--- src/rtl/tw_flush_seq.sv ---
module tw_flush_seq #(
  parameter int HOLD_CYCLES = 36,
  parameter int TIMEOUT     = 10000,
  parameter int SYNC_STAGES = 2
) (
  input  logic clk,
  input  logic rst_n,
  input  logic start_i,
  input  logic enter_flushee_i,
  input  logic lnk_clk_i,
  input  logic dat_i,
  output logic dat_oe_o,
  output logic ack_o,
  output logic busy_o,
  output logic done_o,
  output logic err_o
);
  localparam int CW = $clog2(HOLD_CYCLES + 1);
  localparam int TW = $clog2(TIMEOUT + 1);

  typedef enum logic [2:0] {IDLE, FL_LO, FL_HI, FL_REL, FE_LO, FE_HI} state_t;

  state_t                 state;
  logic [SYNC_STAGES-1:0] clk_sync, dat_sync;
  logic [CW-1:0]          cnt;
  logic [TW-1:0]          tmo;
  logic                   clk_s, dat_s, met, expired;

  assign clk_s   = clk_sync[SYNC_STAGES-1];
  assign dat_s   = dat_sync[SYNC_STAGES-1];
  assign busy_o  = (state != IDLE);
  assign expired = busy_o && !met && (tmo == TW'(TIMEOUT - 1));

  always_ff @(posedge clk or negedge rst_n)
    if (!rst_n) begin
      clk_sync <= '1;
      dat_sync <= '1;
    end else begin
      clk_sync <= {clk_sync[SYNC_STAGES-2:0], lnk_clk_i};
      dat_sync <= {dat_sync[SYNC_STAGES-2:0], dat_i};
    end

  always_comb
    case (state)
      FL_LO, FL_REL, FE_LO: met = !clk_s;
      FL_HI, FE_HI:         met = clk_s;
      default:              met = 1'b0;
    endcase

  always_ff @(posedge clk or negedge rst_n)
    if (!rst_n) begin
      state    <= IDLE;
      ack_o    <= 1'b1;
      dat_oe_o <= 1'b0;
      done_o   <= 1'b0;
      err_o    <= 1'b0;
      cnt      <= '0;
      tmo      <= '0;
    end else begin
      done_o <= 1'b0;
      tmo    <= (state == IDLE || met) ? '0 : tmo + TW'(1);
      case (state)
        IDLE:
          if (start_i) begin
            err_o    <= 1'b0;
            dat_oe_o <= 1'b1;
            cnt      <= '0;
            state    <= FL_LO;
          end else if (enter_flushee_i) begin
            err_o <= 1'b0;
            state <= FE_LO;
          end
        FL_LO:
          if (met) begin
            ack_o <= 1'b0;
            state <= FL_HI;
          end
        FL_HI:
          if (met) begin
            ack_o <= 1'b1;
            cnt   <= cnt + CW'(1);
            state <= (cnt == CW'(HOLD_CYCLES - 1)) ? FL_REL : FL_LO;
          end
        FL_REL:
          if (met) begin
            dat_oe_o <= 1'b0;
            ack_o    <= 1'b0;
            state    <= FE_HI;
          end
        FE_LO:
          if (met) begin
            ack_o <= 1'b0;
            state <= FE_HI;
          end
        FE_HI:
          if (met) begin
            ack_o <= 1'b1;
            if (dat_s) begin
              done_o <= 1'b1;
              state  <= IDLE;
            end else begin
              state <= FE_LO;
            end
          end
        default: state <= IDLE;
      endcase
      if (expired) begin
        state    <= IDLE;
        ack_o    <= 1'b1;
        dat_oe_o <= 1'b0;
        err_o    <= 1'b1;
      end
    end

  p_oe_needs_busy_r2: assert property (@(posedge clk) disable iff (!rst_n)
    dat_oe_o |-> busy_o);
  p_ack_fall_low_r2: assert property (@(posedge clk) disable iff (!rst_n)
    $fell(ack_o) |-> !$past(clk_s));
  p_ack_rise_high_r5: assert property (@(posedge clk) disable iff (!rst_n)
    $rose(ack_o) && !err_o |-> $past(clk_s));
  p_release_low_r4: assert property (@(posedge clk) disable iff (!rst_n)
    $fell(dat_oe_o) && !err_o |-> !$past(clk_s) && !ack_o);
  p_done_pulse_r6: assert property (@(posedge clk) disable iff (!rst_n)
    done_o |=> !done_o);
  p_done_idle_r6: assert property (@(posedge clk) disable iff (!rst_n)
    done_o |-> !busy_o && ack_o && !dat_oe_o);
  p_timeout_idle_r8: assert property (@(posedge clk) disable iff (!rst_n)
    $rose(err_o) |-> !busy_o && ack_o && !dat_oe_o && !done_o);
  p_err_sticky_r9: assert property (@(posedge clk) disable iff (!rst_n)
    $fell(err_o) |-> $past(start_i || enter_flushee_i));
endmodule

--- config.mk ---
export PLATFORM = sky130hd
export DESIGN_NAME = tw_flush_seq
export DESIGN_NICKNAME = d
export VERILOG_FILES = /design/src/rtl/tw_flush_seq.sv
export SDC_FILE = /design/constraint.sdc
export NUM_CORES = 1
export LEC_CHECK = 0
export ABC_AREA = 1
export ABC_CLOCK_PERIOD_IN_PS = 1400
export BUFFER_PORTS_ARGS = -buffer_cell sky130_fd_sc_hd__clkbuf_2
export CORE_MARGIN = 4
export CORE_UTILIZATION = 25
export DETAILED_ROUTE_END_ITERATION = 10
export PLACE_DENSITY_LB_ADDON = 0.15
export SLEW_MARGIN = 10
export SYNTH_ARGS = -nofsm -noshare
export SYNTH_HDL_FRONTEND = slang
export SYNTH_SLANG_ARGS = --single-unit
--- constraint.sdc ---
create_clock -name clk -period 1.4 [get_ports clk]
set_input_delay 0.28 -clock clk [delete_from_list [all_inputs] [get_ports clk]]
set_output_delay 0.28 -clock clk [all_outputs]
set_load 0.05 [all_outputs]
* Yosys cells after proc, flatten, opt, wreduce, memory -nomap -nowiden
Cells that the tools add are included.
** Cells by class
- $add $sub $neg :: 2
- Equality and inequality tests :: 18
- Mux-type cells :: 29
- Reductions and logical operators :: 20
** Operator list (count)
- 2-to-1 mux 3 bit :: 8
- inequality test 3 bit, second input constant :: 5
- case mux 3 bit (5 select lines) :: 1
- adder 14 x 1 -> 14 bit, second input constant :: 1
- == test 14 bit, second input constant :: 1
- 2-to-1 mux 14 bit :: 1
- 2-to-1 mux 1 bit :: 12
- 2-to-1 mux 6 bit :: 2
- case mux 6 bit (2 select lines) :: 1
- nonzero test 3 bit :: 4
- inequality test 3 x 1 -> 1 bit, second input constant :: 3
- AND reduction 3 bit :: 3
- adder 6 x 1 -> 6 bit, second input constant :: 1
- == test 3 x 2 -> 1 bit, second input constant :: 2
- == test 3 bit, second input constant :: 2
- == test 6 bit, second input constant :: 1
- case mux 1 bit (2 select lines) :: 3
- AND reduction 5 bit :: 1
- inequality test 2 bit, second input constant :: 2
- inequality test 4 bit, second input constant :: 1
- nonzero test 2 bit :: 2
- OR reduction 2 bit :: 2
- == test 3 x 1 -> 1 bit, second input constant :: 1
- zero test 3 bit :: 1
- other kinds (6) :: 8
** Storage, ports and cells
- Register bits :: 31
- Bits of input ports :: 6
- Output and inout bits :: 5
- Logic and storage cells :: 78

* Longest topological paths before layout
Gate-level depths: netlist of run 1.
- Word-level depth :: 8
- Mapped depth :: 10
- Mapped depth without buffers :: 10

* Worst setup path after synthesis of run 1
Ideal clock, no wire load.
- Path kind :: register to register
- Start point :: register state[2]
- End point :: register state[0]
- Setup time :: 0.117 ns
- Data arrival time :: 1.441 ns
- Required time :: 1.283 ns
- Path slack :: -0.158 ns
- Stages on the path, launching flop included :: 7
- Path buffers :: 0
- Period minus slack after synthesis :: 1.558 ns
- Cell sequence :: dfrtp_1 nor3_4 inv_1 a21oi_2 nand2_2 nand3_1 nand2_1
** Between the ends
- Elaborated cells on any way between the ends :: 22
- Classes of those cells :: eq/ne (10); mux (3); reduce/logical (9)
** RTL lines
- from (decl) :: line 23 : state_t state;
- from (signal assigned) :: line 82 : state <= (cnt == CW'(HOLD_CYCLES - 1)) ? FL_REL : FL_LO;
- nonzero test 3 bit * :: line 31 : assign busy_o = (state != IDLE);
- named net busy_o :: line 14 : output logic busy_o,
- logical AND 1 bit * (2 in a row) :: line 32 : assign expired = busy_o && !met && (tmo == TW'(TIMEOUT - 1));
- inequality test 4 bit (no source line) (tied with other cells)
- AND reduction 5 bit (no source line)
Mark *: on every way through the listed nets, which the timed path passes. The rest lies on a longest branch.
A chain may end at the register's enable or synchronous reset.

* Worst setup path in the final report of run 1
- Start point :: register state[2]
- End point :: output busy_o
** Between the ends
- Longest elaborated chain between the ends :: 1
** Ends and longest elaborated chain (line)
- nonzero test 3 bit :: 31
- to (decl) :: 14
Every way passes these cells.

==> results, run 1 <==
- The design area is 0.00269 mm^2.
- The flow ran to the end, but the final reports show violations.
- Headroom to the max-slew limit came out at 71.9%.
- The sequential area share after synthesis is 49.1%.
- The worst min-delay path category is input port to async pin.
- The checks that failed: negative setup slack.
- At the later pin of the worst-skew pair, clock insertion delay measures 280 ps.
- Summing the areas of all fa, ha and maj instances in the mapped netlist gives 1.57% of the synthesized area.
- Combinational cells account for 59.2% of the total power.
- Summing over every cut layer, the via total after detailed routing is 1581.
- The clock net in this run drives a total of 31 sinks.
- The post-placement cell area is 0.00198 mm^2.
- The final weighted congestion in routability-driven placement is 0.847.
- The net switching component of the power is 1.96 mW.
- Wires add up to 4410 um.
- After global routing the overflow that remains totals 0.
- In the global route stage, overall resource usage came out at 12.1%.
- The layout has 591 filler cells.
- Data arrives at the worst endpoint at 1260 ps.
- The number of hold-slack violations in the final timing report was 0.
- The pin slew with the least headroom to its limit is 422 ps.
- For this run, design rule violations remaining after detail routing come to 0.
- The top cell type by area accounts for 40.8% of the synthesized area.
- The estimated wirelength of the detail-placed design is 2750 um.
- The final-report max-slew violation count is 0.
- Derived from the worst setup path, the maximum achievable clock frequency is 649 MHz.
- The via count of the first global-routing pass is 1631.
- The worst-case hold slack is 20.0 ps.
- Counting every net in the synthesized netlist gives 212.
- For this run, the share of the core covered by cells in the final layout is 44.3%.
- In the detailed route, the total length drawn on met2 is 2230 um.
- Setup repair after global routing could not meet its margin everywhere.
- The power share of the clock group is 18.2%.
- In this run the static leakage power is 1.27 nW.
- The die covers 0.00771 mm^2.
- The number of hold-repair buffers added at the cts stage is 0.
- The detailed-routing iteration count for the pre-antenna-repair pass is 4.
- The final clock skew is 7.19 ps.
- Once layout is complete, the cells apart from fillers number 352.
- The total placed cells including tap cells is 321.
- Across the run, the number of max-cap violations was 0.
- After synthesis, the largest family of logic cells by area is simple AND/OR/NAND/NOR gates.
- The detailed router used layers up to and including met4.
- The switching power as a share of total power is 39.0%.
- For this design the ratio of total power to cell area is 1870 mW/mm^2.
- The area overhead of the layout relative to synthesis is 68.7%.
- For this configuration, the core starts out at a cell density of 26.3%.
- The number of nets in the finished design is 284.
- The number of buffers on the longest clock path is 2.
- The average size of a mapped cell is 7.81 um^2.
- The final-layout setup total negative slack is -1330 ps.
- The number of different library cells used by synthesis comes to 22.
- After synthesis, the cell types taking the most area are dfrtp_1 (41%), nand2_1 (10%), dfstp_2 (8.2%).
- The portion of netlist area occupied by mux cells is 0%.
- The global-route wire length before repair is 7370 um.
- The total number of placement rows is 28.
- The critical setup path kind is flop to primary output.
- The die is 87.8 um wide.
- The initial antenna violation count is 0.
- The number of antenna-violating nets in the routed design is 0.
- The sequential share of power is 22.5%.
- The netlist area before placement is 0.00159 mm^2.
- The final critical path takes up 110% of the cycle.
- By count the netlist is led by nand2_1 (43), nor2_1 (30), inv_1 (29).
- The CTS tree is yes.
- The routed length on met3 is 107 um.
- The TritonCTS buffer count is 5.
- The highest fanout seen on the critical path is 2.
- CTS placed an instance of clkbuf_8 at the clock tree root.
- The layout cell share with drive strength beyond 1 is 53.8%.
- In the synthesized netlist the dominant register cell turns out to be dfrtp_1.
- The sort of element at the start of the critical path is a flop.
- The fraction of the mapped netlist area in simple logic gates is 31.5%.
- For this run, the number of Yosys warnings is 0.
- Of the total synthesized cell area, the portion taken by XOR and XNOR cells is 1.65%.
- The cell-internal power is 3.07 mW.
- Using the TritonRoute via totals, the vias-per-cell ratio works out to 4.49.
- Clock-pin slew was measured on the worst setup and hold paths at 70 ps.
- STA classifies the critical path endpoint as a primary output.
- The dominant cell by count in the synthesized netlist is nand2_1.
- The H-tree was split into 2 levels.
- The maximum number of pins on one net before global-route repair is 32.
- VDD sags by at most 0.768 mV.
- The count of flip-flops with a built-in enable after synthesis is 0.
- The endpoint required time on the critical path is 1120 ps.
- The minimum clock period after layout is 1540 ps.
- The count of port buffers added during placement is 10.
- The setup slack after layout is -141 ps.
- The share of flip-flops with an asynchronous set or reset is 100%.
- The final-report setup violation count is 21.
- The floorplan step set the die height to 87.8 um.
- The synthesis-stage register bit count is 31.
- The detail-routed net length per standard cell is 12.5 um.
- Synthesis produced a netlist whose cell count is 204.
- The placeable core area is 0.00606 mm^2.
- The number of violations reported at the end of detailed-routing iteration 0 is 63.
- The I/O pin total is 11.
- The top cell type by total area after synthesis is dfrtp_1.
- The number of antenna diodes is 0.
- The share of the synthesized area in compound gates (AO/OA/AOI/OAI) is 8.64%.
- The routed length on met1 is 2010 um.
==> power by group through the flow <==
stage,Combinational [mW],Sequential (mW),Clock (mW)
2_1_floorplan,0.841,1.22,0
3_3_place_gp,1.64,1.14,0
3_5_place_dp,1.62,1.14,0
4_1_cts,2.32,1.13,0.961
5_1_grt,3.19,1.15,0.991
6_report,2.98,1.13,0.917
==> routing by layer <==
layer / track usage [%] / vias up
met5: 0 / -
met4: 5.16 / 0
met3: 2.45 / 6
met2: 20.2 / 21
met1: 15.0 / 757
li1: - / 797
==> registers in the layout (all words and copies together) (netlist names) <==
signal    count
tmo          14
cnt           6
state         3
clk_sync      2
dat_sync      2
ack_o         1
dat_oe_o      1
done_o        1
err_o         1
==> cells in the final DEF, fill, tap and decap left out, types with 7 or more instances in the layout <==
cell type  instances
nor2_1            17
buf_6             20
buf_4             36
inv_1             25
nand2_1           25
clkbuf_2           8
nand3_1           10
nor2_4             7
dfrtp_1           25
o21ai_1            7
nand3_2           10
nand2_2           14
nor2_2             7
==> worst paths after layout <==
| check | end | cells past startpoint | from | slack, ps |
|---|---|---|---|---|
| hold reg to reg | dat_sync[1]$_DFF_PN1_ | 0 | dat_sync[0]$_DFF_PN1_ | 360 |
| setup / recovery | busy_o | 4 | state[2]$_DFFE_PN0P_ | -140 |
| setup reg to reg | tmo[4]$_DFF_PN0_ | 11 | state[0]$_DFFE_PN0P_ | -120 |
| hold / removal | tmo[9]$_DFF_PN0_ | 2 | rst_n | 20 |
| min in group clk | clk_sync[0]$_DFF_PN1_ | 1 | lnk_clk_i | 70 |
| max in group asynchronous | ack_o$_DFFE_PN1P_ | 2 | rst_n | 1050 |
==> metrics by stage <==
stage	setup slack, ps	power [mW]
2_1_floorplan	-158	2.06
3_3_place_gp	-81.7	2.78
3_5_place_dp	-97.0	2.77
4_1_cts	-136	4.41
5_1_grt	-202	5.33
6_report	-141	5.03
==> what timing repair did <==
item | CTS | global route
pin swaps | 12 | 14
cloned | 0 | 0
buffers inserted | 11 | 14
gates resized for setup | 64 | 59
endpoints found under the setup margin | 22 | 28
==> logic make-up (layout without fill, tap and decap cells) <==
family                   Yosys count  in the layout
flip-flops                        31             31
AND/OR/NAND/NOR                  111            111
AO/OA/AOI/OAI                     26             26
buffers and inverters             31            104
adder cells (fa/ha/maj)            2              2
XOR/XNOR                           3              3
==> critical path, cell delays in order (launching register included) <==
cell and delay [ps]:
dfrtp_1 400, buf_6 130, nor3_4 210, inv_2 70, clkbuf_16 170
==> area by class of cell <==
cell class | count | area, um^2 | area share (%)
multi-input cells | 142 | 1000 | 37.3
flip-flops and latches | 31 | 783 | 29.1
repair buffers | 66 | 566 | 21.0
inverters | 30 | 125 | 4.66
well taps | 75 | 93.8 | 3.49
clock buffers | 6 | 82.6 | 3.07
clock inverters | 2 | 35.0 | 1.30
Power figures use the tool's default switching activity.
==> inputs of run 2 (changes only) <==
Settings changed: ABC_CLOCK_PERIOD_IN_PS 1400 to 1290, CORE_MARGIN 4 to default.
Clock period 1.4 ns to 1.29 ns, I/O delays scaled along.
==> results, run 2 (synthesized netlist as in run 1, its figures left out) <==
- The sum of buffers and inverters on the critical path is 3 (unchanged).
- The detailed-routing iteration count for the pre-antenna-repair pass is 5 (+1).
- Setup repair after global routing could not meet its margin everywhere.
- The path depth of the worst reg2reg path is 10 (-1).
- The final-report max-slew violation count is 0 (unchanged).
- The most common cell after layout, fill and taps aside is buf_4.
- The sort of element at the start of the critical path is a flop.
- The endpoint required time on the critical path is 1030 ps (-90 ps).
- The master cell of the clock root buffer is clkbuf_8.
- The ratio of routed vias to standard cells is 4.38 (-2.6%).
- The number of nets in the finished design came to 275 (-3.2%).
- The setup slack after layout is -239 ps (-98.6 ps).
- The pin slew with the least headroom to its limit came to 406 ps (-15.5 ps).
- The total number of vias is 1501 (-5.1%).
- The estimated wirelength of the detail-placed design is 2760 um (+0.36%).
- The global router's overall resource usage is 13.3% (+1.2 points).
- The total placed cells including tap cells is 321 (unchanged).
- The number of hold-slack violations in the final timing report is 0 (unchanged).
- The number of buffers on the longest clock path is 2 (unchanged).
- The number of maximum-capacitance constraint violations is 0 (unchanged).
- The number of remaining DRC errors is 0 (unchanged).
- In the final layout, the registers with the most flip-flops are tmo x14, cnt x6, state x3.
- The number of antenna-violating nets in the routed design is 0 (unchanged).
- For this run, the top clock speed supported by timing is 654 MHz.
- The final weighted congestion in routability-driven placement is 0.777 (-8.3%).
- The worst slew margin relative to its limit came to 72.9% (+1.0 points).
- The maximum number of pins on one net before global-route repair was 19 (-41%).
- The count of port buffers added during placement is 10 (unchanged).
- STA classifies the critical path endpoint as a primary output.
- The busiest layer in global routing is met2.
- In the layout the commonest cells are buf_4 (38), nand2_1 (29), inv_1 (25).
- The total congestion overflow after global routing is 0 (unchanged).
- The die extent in x is 81.8 um (-6.8%).
- The worst hold path belongs to the class input port to flop.
- The I/O pin total is 11 (unchanged).
- The worst path arrival time came to 1270 ps (about the same).
- The die height is 81.8 um (-6.8%).
- The TritonCTS buffer count is 5 (unchanged).
- The met2 routing resource usage after global routing was 21.5% (+1.3 points).
- The worst-case hold slack came to 49.4 ps (+29.4 ps).
- The maximum ir drop on the vdd rail is 0.977 mV (+27%).
- The clock latency of the later-clocked register in the worst-skew pair is 290 ps (about the same).
- Traced cell by cell, the critical path runs through nor3_4 -> buf_6 -> inv_6 -> clkbuf_16.
- The post-placement cell area is 0.00201 mm^2 (+1.6%).
- The aggregate routed wire length was 4200 um (-4.8%).
- On the critical path, the stage with the largest delay is an instance of dfrtp_2.
- The leakage power of the design was 1.16 nW (-8.6%).
- tmo holds more flip-flops than any other register.
- The initial cell density of the core is 26.4% (+0.15 points).
- The detail-routed net length per standard cell is 12.2 um (-2.3%).
- The total power per unit cell area was 1970 mW/mm^2 (+5.0%).
- The layout cell share with drive strength beyond 1 is 47.8% (-6.0 points).
- The checks that failed: negative setup slack.
- The clock sink total is 31 (unchanged).
- The final design utilization came to 42.6% (-1.8 points).
- The total number of placement rows is 28 (unchanged).
- The total power consumption of the routed design came to 5.04 mW (+0.24%).
- The clock transition at the registers of the reported paths came to 70 ps (about the same).
- The via count of the first global-routing pass is 1507 (-7.6%).
- The overall die area is 0.00669 mm^2 (-13%).
- The highest fanout seen on the critical path is 2 (unchanged).
- The met3 usage in global routing is 5.00% (+2.6 points).
- The number of flip-flops under the largest register name is 14 (unchanged).
- The final-report setup violation count is 27 (+29%).
- The critical path depth is 4 (unchanged).
- The final worst-path cycle share is 119%.
- The global-route track usage on met1 is 15.8% (+0.78 points).
- The run finished, with violations left.
- The design area is 0.00257 mm^2 (-4.5%).
- The family with the most delay on the worst path is flip-flops.
- Counting instances, the worst hold path has a depth of 1.
- The global-route wire length before repair came to 6580 um (-11%).
- The initial antenna violation count is 0 (unchanged).
- The CTS tree is yes.
- The final clock skew is 7.65 ps (+0.463 ps).
- For the finished layout, the period the worst path requires is 1530 ps.
- The placeable core area came to 0.00603 mm^2 (-0.58%).
- The number of antenna diodes is 0 (unchanged).
- The delay of the slowest critical-path stage was 440 ps (+40 ps).
- The number of violations reported at the end of detailed-routing iteration 0 is 56 (-11%).
- The critical path is of the flop to primary output type.
- The final cell count without fillers is 343 (-2.6%).
- The area overhead of the layout relative to synthesis is 61.1%.
- The depth of the CTS H-tree is 2 (unchanged).
[run 2: stage by stage]
step | TNS, ps | setup slack, ps
3_3_place_gp | -4160 | -206
5_1_grt | -5780 | -293
4_1_cts | -3430 | -245
3_5_place_dp | -4140 | -230
2_1_floorplan | -1280 | -268
6_report | -3940 | -239
[run 2: timing repair]
item | 4_1_cts | 5_1_grt
setup buffers | 8 | 5
resized for setup | 47 | 50
endpoints found under the setup margin | 28 | 28
pin swaps | 7 | 15
hold buffers | 1 | 0
endpoints found under the hold margin | 8 | 0
[run 2: worst reg2reg max path, delay by kind of cell (launching register included)]
kind / cells / cell delay [ps]
simple gates: 6 / 560
flops: 1 / 440
buf+inv: 3 / 420
compound gates: 1 / 40
[run 2: cell type report]
| type | instances | area, um^2 |
|---|---|---|
| Sequential cell | 31 | 786 |
| Inverter | 30 | 133 |
| Timing Repair Buffer | 57 | 492 |
| Clock buffer | 8 | 100 |
| Fill cell | 590 | 3460 |
| Multi-Input combinational cell | 142 | 962 |
| Tap cell | 75 | 93.8 |
[run 2: worst paths after layout]
path	start	to	slack (ps)
max	state[1]$_DFFE_PN0P_	busy_o	-240
min	lnk_clk_i	clk_sync[0]$_DFF_PN1_	50
max reg2reg	state[1]$_DFFE_PN0P_	tmo[11]$_DFF_PN0_	-230
min reg2reg	dat_sync[0]$_DFF_PN1_	dat_sync[1]$_DFF_PN1_	360
max in group asynchronous	rst_n	state[1]$_DFFE_PN0P_	430
min in group asynchronous	rst_n	cnt[3]$_DFFE_PN0P_	420
[run 2: per-layer routing]
metal  wire length [um]  vias to the layer above
met2               2080                       16
met5                  0                        -
met1               1920                      690
li1                   -                      786
met3                135                        9
met4                 58                        0
[run 2: power breakdown]
part / internal, mW / switching [mW] / total (mW)
Clock: 0.487 / 0.386 / 0.873
Combinational: 1.37 / 1.53 / 2.89
Sequential: 1.12 / 0.153 / 1.28
